[config.mk]
export PLATFORM = sky130hd
export DESIGN_NAME = eisc_top
export DESIGN_NICKNAME = d
export VERILOG_FILES = /design/src/rtl/eisc_pkg.sv /design/src/rtl/eisc_sync.sv /design/src/rtl/eisc_line.sv /design/src/rtl/eisc_regs.sv /design/src/rtl/eisc_top.sv
export SDC_FILE = /design/constraint.sdc
export NUM_CORES = 1
export LEC_CHECK = 0
export BUFFER_PORTS_ARGS = -buffer_cell sky130_fd_sc_hd__buf_4
export CAP_MARGIN = 20
export CELL_PAD_IN_SITES_DETAIL_PLACEMENT = 2
export CELL_PAD_IN_SITES_GLOBAL_PLACEMENT = 2
export CORE_MARGIN = 4
export CORE_UTILIZATION = 25
export CTS_CLUSTER_SIZE = 40
export DETAILED_ROUTE_END_ITERATION = 8
export PLACE_DENSITY_LB_ADDON = 0.1
export SETUP_SLACK_MARGIN = 0.3
export SLEW_MARGIN = 20
export SYNTH_ARGS = -nofsm -noshare
export SYNTH_HDL_FRONTEND = slang
export SYNTH_SLANG_ARGS = --single-unit
[constraint.sdc]
create_clock -name clk -period 2.16 [get_ports clk]
set_clock_uncertainty 0.2 [all_clocks]
set_input_delay 0.432 -clock clk [delete_from_list [all_inputs] [get_ports clk]]
set_output_delay 0.432 -clock clk [all_outputs]
set_load 0.02 [all_outputs]
[src/rtl/eisc_pkg.sv]
package eisc_pkg;

    typedef enum logic [1:0] {
        SENSE_LOW  = 2'b00,
        SENSE_ANY  = 2'b01,
        SENSE_FALL = 2'b10,
        SENSE_RISE = 2'b11
    } sense_e;

    typedef struct packed {
        sense_e sense;
        logic   en;
    } line_cfg_t;

    localparam int unsigned SENSE_W = 2;

    function automatic logic sense_hit(sense_e mode, logic prev, logic cur);
        logic hit;
        case (mode)
            SENSE_ANY:  hit = prev ^ cur;
            SENSE_FALL: hit = prev & ~cur;
            SENSE_RISE: hit = ~prev & cur;
            default:    hit = 1'b0;
        endcase
        return hit;
    endfunction

    function automatic logic is_level(sense_e mode);
        return mode == SENSE_LOW;
    endfunction

endpackage

[src/rtl/eisc_sync.sv]
module eisc_sync #(
    parameter int unsigned STAGES = 2
) (
    input  logic clk,
    input  logic rst,
    input  logic d_i,
    output logic q_o
);
    logic [STAGES-1:0] chain_q;

    generate
        if (STAGES == 1) begin : g_single
            always_ff @(posedge clk) begin
                if (rst) chain_q <= '0;
                else     chain_q <= d_i;
            end
        end else begin : g_multi
            always_ff @(posedge clk) begin
                if (rst) chain_q <= '0;
                else     chain_q <= {chain_q[STAGES-2:0], d_i};
            end
        end
    endgenerate

    assign q_o = chain_q[STAGES-1];
endmodule

[src/rtl/eisc_line.sv]
module eisc_line
    import eisc_pkg::*;
#(
    parameter int unsigned SYNC_STAGES = 2
) (
    input  logic      clk,
    input  logic      rst,
    input  logic      pin_raw_i,
    input  line_cfg_t cfg_i,
    input  logic      gie_i,
    input  logic      clr_i,
    output logic      flag_o,
    output logic      irq_o,
    output logic      wake_o
);
    logic pin_s;
    logic prev_q;
    logic evt;
    logic flag_q;
    logic flag_d;

    eisc_sync #(.STAGES(SYNC_STAGES)) sync_i (
        .clk (clk),
        .rst (rst),
        .d_i (pin_raw_i),
        .q_o (pin_s)
    );

    // previous sample tracks the pin in every mode, so mode changes see no edge
    always_ff @(posedge clk) begin
        if (rst) prev_q <= 1'b0;
        else     prev_q <= pin_s;
    end

    assign evt = sense_hit(cfg_i.sense, prev_q, pin_s);

    always_comb begin
        if (is_level(cfg_i.sense)) flag_d = 1'b0;
        else if (evt)              flag_d = 1'b1;
        else if (clr_i)            flag_d = 1'b0;
        else                       flag_d = flag_q;
    end

    always_ff @(posedge clk) begin
        if (rst) flag_q <= 1'b0;
        else     flag_q <= flag_d;
    end

    assign flag_o = flag_q;
    assign irq_o  = cfg_i.en & gie_i &
                    (is_level(cfg_i.sense) ? ~pin_s : flag_q);
    assign wake_o = cfg_i.en & is_level(cfg_i.sense) & ~pin_raw_i;

    assert_level_flag_zero_R8: assert property (@(posedge clk) disable iff (rst)
        is_level(cfg_i.sense) |=> !flag_q);

    assert_event_sets_flag_R3: assert property (@(posedge clk) disable iff (rst)
        (!is_level(cfg_i.sense) && evt) |=> flag_q);

    assert_clear_drops_flag_R5: assert property (@(posedge clk) disable iff (rst)
        (clr_i && !evt) |=> !flag_q);

    assert_coincident_set_R7: assert property (@(posedge clk) disable iff (rst)
        (clr_i && evt && !is_level(cfg_i.sense)) |=> flag_q);
endmodule

[src/rtl/eisc_regs.sv]
module eisc_regs
    import eisc_pkg::*;
#(
    parameter int unsigned LINES  = 2,
    parameter int unsigned DATA_W = 8,
    parameter int unsigned ADDR_W = 1
) (
    input  logic              clk,
    input  logic              rst,
    input  logic              we_i,
    input  logic [ADDR_W-1:0] addr_i,
    input  logic [DATA_W-1:0] wdata_i,
    input  logic [LINES-1:0]  flags_i,
    output logic [DATA_W-1:0] rdata_o,
    output line_cfg_t         cfg_o [LINES],
    output logic [LINES-1:0]  wclr_o
);
    localparam int unsigned EN_BASE   = SENSE_W * LINES;
    localparam int unsigned CTRL_BITS = EN_BASE + LINES;
    localparam logic [ADDR_W-1:0] CTRL_ADDR = ADDR_W'(0);
    localparam logic [ADDR_W-1:0] FLAG_ADDR = ADDR_W'(1);
    localparam logic [DATA_W-1:0] CTRL_MASK = DATA_W'((1 << CTRL_BITS) - 1);

    logic [DATA_W-1:0] ctrl_q;

    always_ff @(posedge clk) begin
        if (rst)                             ctrl_q <= '0;
        else if (we_i && addr_i == CTRL_ADDR) ctrl_q <= wdata_i & CTRL_MASK;
    end

    generate
        for (genvar i = 0; i < LINES; i++) begin : g_cfg
            assign cfg_o[i].sense = sense_e'(ctrl_q[SENSE_W*i +: SENSE_W]);
            assign cfg_o[i].en    = ctrl_q[EN_BASE + i];
            assign wclr_o[i]      = we_i && (addr_i == FLAG_ADDR) && wdata_i[i];
        end
    endgenerate

    always_comb begin
        case (addr_i)
            CTRL_ADDR: rdata_o = ctrl_q;
            FLAG_ADDR: rdata_o = DATA_W'(flags_i);
            default:   rdata_o = '0;
        endcase
    end

    assert_ctrl_unused_zero_R2: assert property (@(posedge clk) disable iff (rst)
        (ctrl_q & ~CTRL_MASK) == '0);
endmodule

[src/rtl/eisc_top.sv]
module eisc_top
    import eisc_pkg::*;
#(
    parameter int unsigned LINES       = 2,
    parameter int unsigned DATA_W      = 8,
    parameter int unsigned ADDR_W      = 1,
    parameter int unsigned SYNC_STAGES = 2
) (
    input  logic              clk,
    input  logic              rst,
    input  logic [LINES-1:0]  pin_i,
    input  logic              gie_i,
    input  logic [LINES-1:0]  ack_i,
    input  logic              reg_we_i,
    input  logic [ADDR_W-1:0] reg_addr_i,
    input  logic [DATA_W-1:0] reg_wdata_i,
    output logic [DATA_W-1:0] reg_rdata_o,
    output logic [LINES-1:0]  irq_o,
    output logic [LINES-1:0]  wake_o
);
    line_cfg_t        cfg [LINES];
    logic [LINES-1:0] flags;
    logic [LINES-1:0] wclr;

    eisc_regs #(
        .LINES  (LINES),
        .DATA_W (DATA_W),
        .ADDR_W (ADDR_W)
    ) regs_i (
        .clk     (clk),
        .rst     (rst),
        .we_i    (reg_we_i),
        .addr_i  (reg_addr_i),
        .wdata_i (reg_wdata_i),
        .flags_i (flags),
        .rdata_o (reg_rdata_o),
        .cfg_o   (cfg),
        .wclr_o  (wclr)
    );

    generate
        for (genvar i = 0; i < LINES; i++) begin : g_line
            eisc_line #(.SYNC_STAGES(SYNC_STAGES)) line_i (
                .clk       (clk),
                .rst       (rst),
                .pin_raw_i (pin_i[i]),
                .cfg_i     (cfg[i]),
                .gie_i     (gie_i),
                .clr_i     (wclr[i] | ack_i[i]),
                .flag_o    (flags[i]),
                .irq_o     (irq_o[i]),
                .wake_o    (wake_o[i])
            );

            assert_irq_gated_R9: assert property (@(posedge clk) disable iff (rst)
                irq_o[i] |-> (gie_i && cfg[i].en));

            assert_wake_level_only_R11: assert property (@(posedge clk) disable iff (rst)
                wake_o[i] |-> (cfg[i].en && cfg[i].sense == SENSE_LOW && !pin_i[i]));
        end
    endgenerate

    assert_reset_quiet_R1: assert property (@(posedge clk)
        $past(rst) |-> (irq_o == '0 && flags == '0));
endmodule

# Word level (Yosys, flattened, before mapping)
# Index checks and enable logic that the tools add are counted.
# W data, S select, Z words.
# totals
register_bits	14
latch_bits	0
mem_bits_rw	0
mem_bits_ro	0
input_bits	17
out_inout_bits	12
word_cells	55
memories	0
# classes
n_addsub	0
mul	0
div	0
n_lt_le_gt_ge	0
n_eq_ne	6
shifts	0
muxes	9
n_bitwise	23
n_reduce_logical	10
# op_table
op	count
$pmux W8 S2	1
$and A1 B1 Y1	12
$eq A2 B2 Y1 const B	4
$not A1 Y1	7
$mux W1	6
$pmux W1 S3	2
$eq A2 B1 Y1 const B	2
$logic_and A1 B1 Y1	4
$logic_not A2 Y1	2
$reduce_bool A2 Y1	2
$reduce_or A2 Y1	2
$or A1 B1 Y1	2
$xor A1 B1 Y1	2

# Longest topological paths before layout
# depth
ltp_word	5
depth_mapped	5
ltp_nobuf	5

# By module
# Synthesis repeated with hierarchy kept, for this count alone.
# hier_totals
cells_unflattened	82
hier_area_um2	773.2
# by_module_without_submodules
module	instances	cells_each	area_per_inst_um2	seq_area_each_um2
eisc_regs	1	38	377.9	120.1
eisc_line	2	17	138.9	40.0
eisc_sync	2	4	52.6	40.0
eisc_top	1	2	12.5	0.0

# Worst setup path after synthesis
# No wires, ideal clock.
# synth_path
path_type	in2out
startpoint	input reg_addr_i
endpoint	output reg_rdata_o[0]
t_arrival_ns	0.920
required_ns	1.528
setup_slack_ns	0.608
cell_stages	2
n_path_buf	1
cell_sequence	buf_6 > mux2_2
# synth_between
elab_chain_cells	2
# synth_rtl
element	line_no	source
start: declaration	eisc_top.sv:15	input logic [ADDR_W-1:0] reg_addr_i,
$not A1 Y1	eisc_regs.sv:40	case (addr_i)
$pmux W8 S2 (*)	eisc_regs.sv:40	
end: declaration	eisc_top.sv:17	output logic [DATA_W-1:0] reg_rdata_o,
# Mark *: on every way between the ends. The rest lies on a longest branch, timed or not. The select of a mux whose other input is x is not followed.

# Worst setup path in the final report
# layout_path
startpoint	register regs_i.ctrl_q[3]
endpoint	output wake_o[1]
# layout_between
elab_chain_cells	3
# layout_rtl
element	line_no	source
start: declaration	eisc_regs.sv:24	logic [DATA_W-1:0] ctrl_q;
start signal: assignment	eisc_regs.sv:28	else if (we_i && addr_i == CTRL_ADDR) ctrl_q <= wdata_i & CTRL_MASK;
$logic_not A2 Y1	eisc_pkg.sv:29	return mode == SENSE_LOW;
$and A1 B1 Y1 (2 in a row)	eisc_line.sv:52	assign wake_o = cfg_i.en & is_level(cfg_i.sense) & ~pin_raw_i;
end: declaration	eisc_top.sv:19	output logic [LINES-1:0] wake_o
# No other way between the ends.

==> reports/summary.log <==
[status] outcome completed
[synth] biggest area consumer among synthesized cells sky130_fd_sc_hd__dfxtp_1
[power] Leak Pwr 0.0004496 uW
[clock_network] Max Root-Sink Buffers 2
[clock_network] insertion delay of the later-clocked pin in the worst-skew pair 280 ps
[placed_design] cell area reported after detailed placement 910.9 sq um
[global_route] first-pass GRT wire length 3318 um
[synth] Synth warnings 0
[clock_network] Num CTS Buffers 3
[setup_path] length in cells of the worst reg-to-reg path 5
[sta] number of pins exceeding their max-slew limit in the final report 0
[die] number of top-level design ports 29
[placed_design] placer's final routability congestion estimate 0.6355
[sta] post-layout worst setup margin 327.9 ps
[synth] post-synthesis sequential area ratio 36.90%
[placed_design] pre-CTS setup slack 397.5 ps
[setup_path] worst stage delay on the critical path 370 ps
[sta] achievable frequency 545.8 MHz
[route] Vias per Instance 4.667
[global_route] global-route usage over all layers 10.75%
[global_route] number of antenna violations at the first check in global routing 0
[setup_path] reg-to-reg critical path startpoint g_line[0].line_i.sync_i.chain_q[1]
[synth] syn_area_per_cell 9.493 sq um
[power] worst vdd rail ir drop 0.0002538 V
[clock_network] TritonCTS clock tree built
[die] initial cell density of the core 26.85%
[layout] number of fill cells 331
[route] routed length per placed instance 14.42 um
[die] Horiz. Die Dim 63.12 um
[sta] post-route clock period utilization 84.82%
[global_route] via count of the first global-routing pass 692
[sta] final hold vios 0
[synth] flops & latches, synth 14
[die] height of the chip 63.12 um
[route] final wirelength 1947 um
[setup_path] Setup Crit Path Kind flip-flop to primary output
[layout] synthesis-to-layout area growth 34.76%
[setup_path] Critical Path Source Type flip-flop
[sta] post-layout min period 1832 ps
[global_route] Remaining Overflow, GRT 0
[worst_hold_path] startpoint of the lowest-slack hold path reg_wdata_i[3]
[sta] final-report setup violation count 0
[placed_design] detailed placement HPWL 1464 um
[setup_path] signal arrival time at the worst endpoint 1200 ps
[synth] Post-Synthesis Cells 80
[layout] diode count 0
[layout] commonest non-fill, non-tap cell in the layout sky130_fd_sc_hd__buf_4
[clock_network] number of levels the H-tree was split into 1
[synth] area share of the largest cell type after synthesis 36.90%
[die] number of rows created at floorplan 19
[sta] sum of negative setup slack 0 ps
[route] first-pass detailed-route iteration total 3
[layout] share of final-layout standard cells stronger than drive strength 1 49.04%
[die] die outline area 3984 sq um
[route] detailed router's first-iteration violation count 11
[route] total number of vias 630
[clock_network] clock-pin slew on the worst setup and hold paths 90 ps
[setup_path] setup slack of the most critical reg-to-reg path 660 ps
[setup_path] Crit Path Max Fanout 3
[placed_design] number of buffers added on ports 24
[clock_network] cell at the root of the clock tree sky130_fd_sc_hd__clkbuf_4
[route] DRC viols 0
[setup_path] capturing point of the worst reg2reg path g_line[0].line_i.flag_o
[sta] unrepaired setup endpoints after global routing yes
[clock_network] sinks on the clock net 14
[worst_hold_path] path class of the lowest-slack min-delay path input pin to flip-flop
[layout] number of nets in the finished design 126
[setup_path] endpoint kind of the worst setup timing path primary output
[synth] post-synthesis cell type count 23
[setup_path] worst-path cell with the longest stage delay sky130_fd_sc_hd__dfxtp_4
[synth] Netlist Area Pre-Place 759.5 sq um
[die] core area 2829 sq um
[setup_path] crit path launch regs_i.ctrl_q[3]
[layout] commonest non-fill, non-tap cells in the layout sky130_fd_sc_hd__buf_4 (27), sky130_fd_sc_hd__nor2_1 (11), sky130_fd_sc_hd__dfxtp_1 (9), sky130_fd_sc_hd__mux2i_1 (6)
[worst_hold_path] worst hold path stage count 3
[worst_hold_path] terminating pin of the worst hold path regs_i.ctrl_q[3]
[route] count of nets left with antenna violations after detail routing 0
[layout] design area 1023 sq um
[synth] leading post-synthesis cells by cell area sky130_fd_sc_hd__dfxtp_1 (37%), sky130_fd_sc_hd__mux2i_1 (7.9%), sky130_fd_sc_hd__ha_1 (6.6%), sky130_fd_sc_hd__nor2_1 (6.4%), sky130_fd_sc_hd__buf_4 (5.9%)
[flow_run] reported max-cap violation count 0
[global_route] pin count of the biggest net entering global routing 15
[setup_path] data required time of the critical path 1530 ps
[setup_path] cell breakdown of the critical path buf_6 > nor4b_4 > buf_4
[power] total power divided by cell area 553.7 nW/um^2
==> flip-flops by register name, indices dropped and copies added (netlist names) <==
register,count
g_line.line_i.flag_o,2
regs_i.ctrl_q,6
g_line.line_i.sync_i.chain_q,4
g_line.line_i.prev_q,2
==> per-layer routing <==
metal	GRT usage, %	part of all wire, %
met1	12.69	43
met2	17.92	51
met3	4.618	4.9
met4	2.479	0.51
met5	0	0
==> where the power goes <==
group | switching, uW | internal (uW)
Sequential | 10.5 | 269
Clock | 86.4 | 103
Combinational | 46.5 | 52.3
==> metrics by stage <==
step | total power [uW] | util, % | hold slack (ps) | cells
finish | 566.7 | 36.18 | 185.1 | 135
global route | 602.2 | 36.18 | 181.6 | 135
CTS | 577.3 | 35.29 | 168.5 | 135
detailed placement | 372.1 | 32.20 | 229.0 | 128
global placement | 370.0 | 32.20 | 218.3 | 128
floorplan | 339.0 | - | 213.8 | 81
==> Yosys cell counts <==
cell and n:
sky130_fd_sc_hd__a21oi_1 2, sky130_fd_sc_hd__nor2b_1 4, sky130_fd_sc_hd__nor3b_1 1, sky130_fd_sc_hd__a31oi_1 1, sky130_fd_sc_hd__dfxtp_1 14, sky130_fd_sc_hd__nor4b_1 2, sky130_fd_sc_hd__and2b_2 4, sky130_fd_sc_hd__and2_1 1
sky130_fd_sc_hd__conb_1 1, sky130_fd_sc_hd__o21ai_0 1, sky130_fd_sc_hd__mux2i_1 6, sky130_fd_sc_hd__buf_4 6, sky130_fd_sc_hd__nor2_1 13, sky130_fd_sc_hd__nor2b_4 1, sky130_fd_sc_hd__nand4bb_1 2, sky130_fd_sc_hd__a211oi_1 2
sky130_fd_sc_hd__nand2_1 2, sky130_fd_sc_hd__nand3b_1 1, sky130_fd_sc_hd__mux2_2 3, sky130_fd_sc_hd__ha_1 4, sky130_fd_sc_hd__buf_6 3, sky130_fd_sc_hd__nand3_1 2, sky130_fd_sc_hd__inv_1 4
==> area by class of cell <==
| class | instances | area (sq um) | area share [%] |
|---|---|---|---|
| Clock buffer | 4 | 36.28 | 3.545 |
| Inverter | 4 | 15.01 | 1.467 |
| Multi-Input combinational cell | 54 | 430.4 | 42.05 |
| Sequential cell | 14 | 289.0 | 28.24 |
| Tap cell | 31 | 38.79 | 3.790 |
| Timing Repair Buffer | 28 | 214.0 | 20.90 |
==> timing repair <==
action | CTS | global route
pin swaps | 4 | 2
resized for setup | 10 | 5
setup endpoints to repair | 4 | 4
setup buffers | 3 | 0
hold buffers | 0 | 0
==> worst max-delay path by stage <==
| stage | endpoint | slack [ps] | depth (start not counted) |
|---|---|---|---|
| 4_1_cts | irq_o[0] | 290 | 4 |
| 5_1_grt | irq_o[0] | 230 | 4 |
| 3_3_place_gp | reg_rdata_o[0] | 440 | 3 |
| 2_1_floorplan | reg_rdata_o[0] | 610 | 2 |
| 3_5_place_dp | irq_o[1] | 400 | 4 |
| 6_report | wake_o[1] | 330 | 3 |
==> cell families (layout without fill, tap and decap cells) <==
family	Yosys count	after routing	synth area share, %
AOI/OAI and AO/OA	6	6	4.777
other	1	2	0.4938
and+or+nand+nor	33	33	26.52
buffers and inverters	13	36	12.35
DFF	14	14	36.90
adders and majority gates	4	4	6.590
muxes	9	9	12.36
==> worst max-delay path: cells and delay by family (launching register included) <==
kind / cells / cell delay [ps]
simple gates: 1 / 250
flops: 1 / 370
buf+inv: 2 / 300
(Power assumes the default switching activity.)
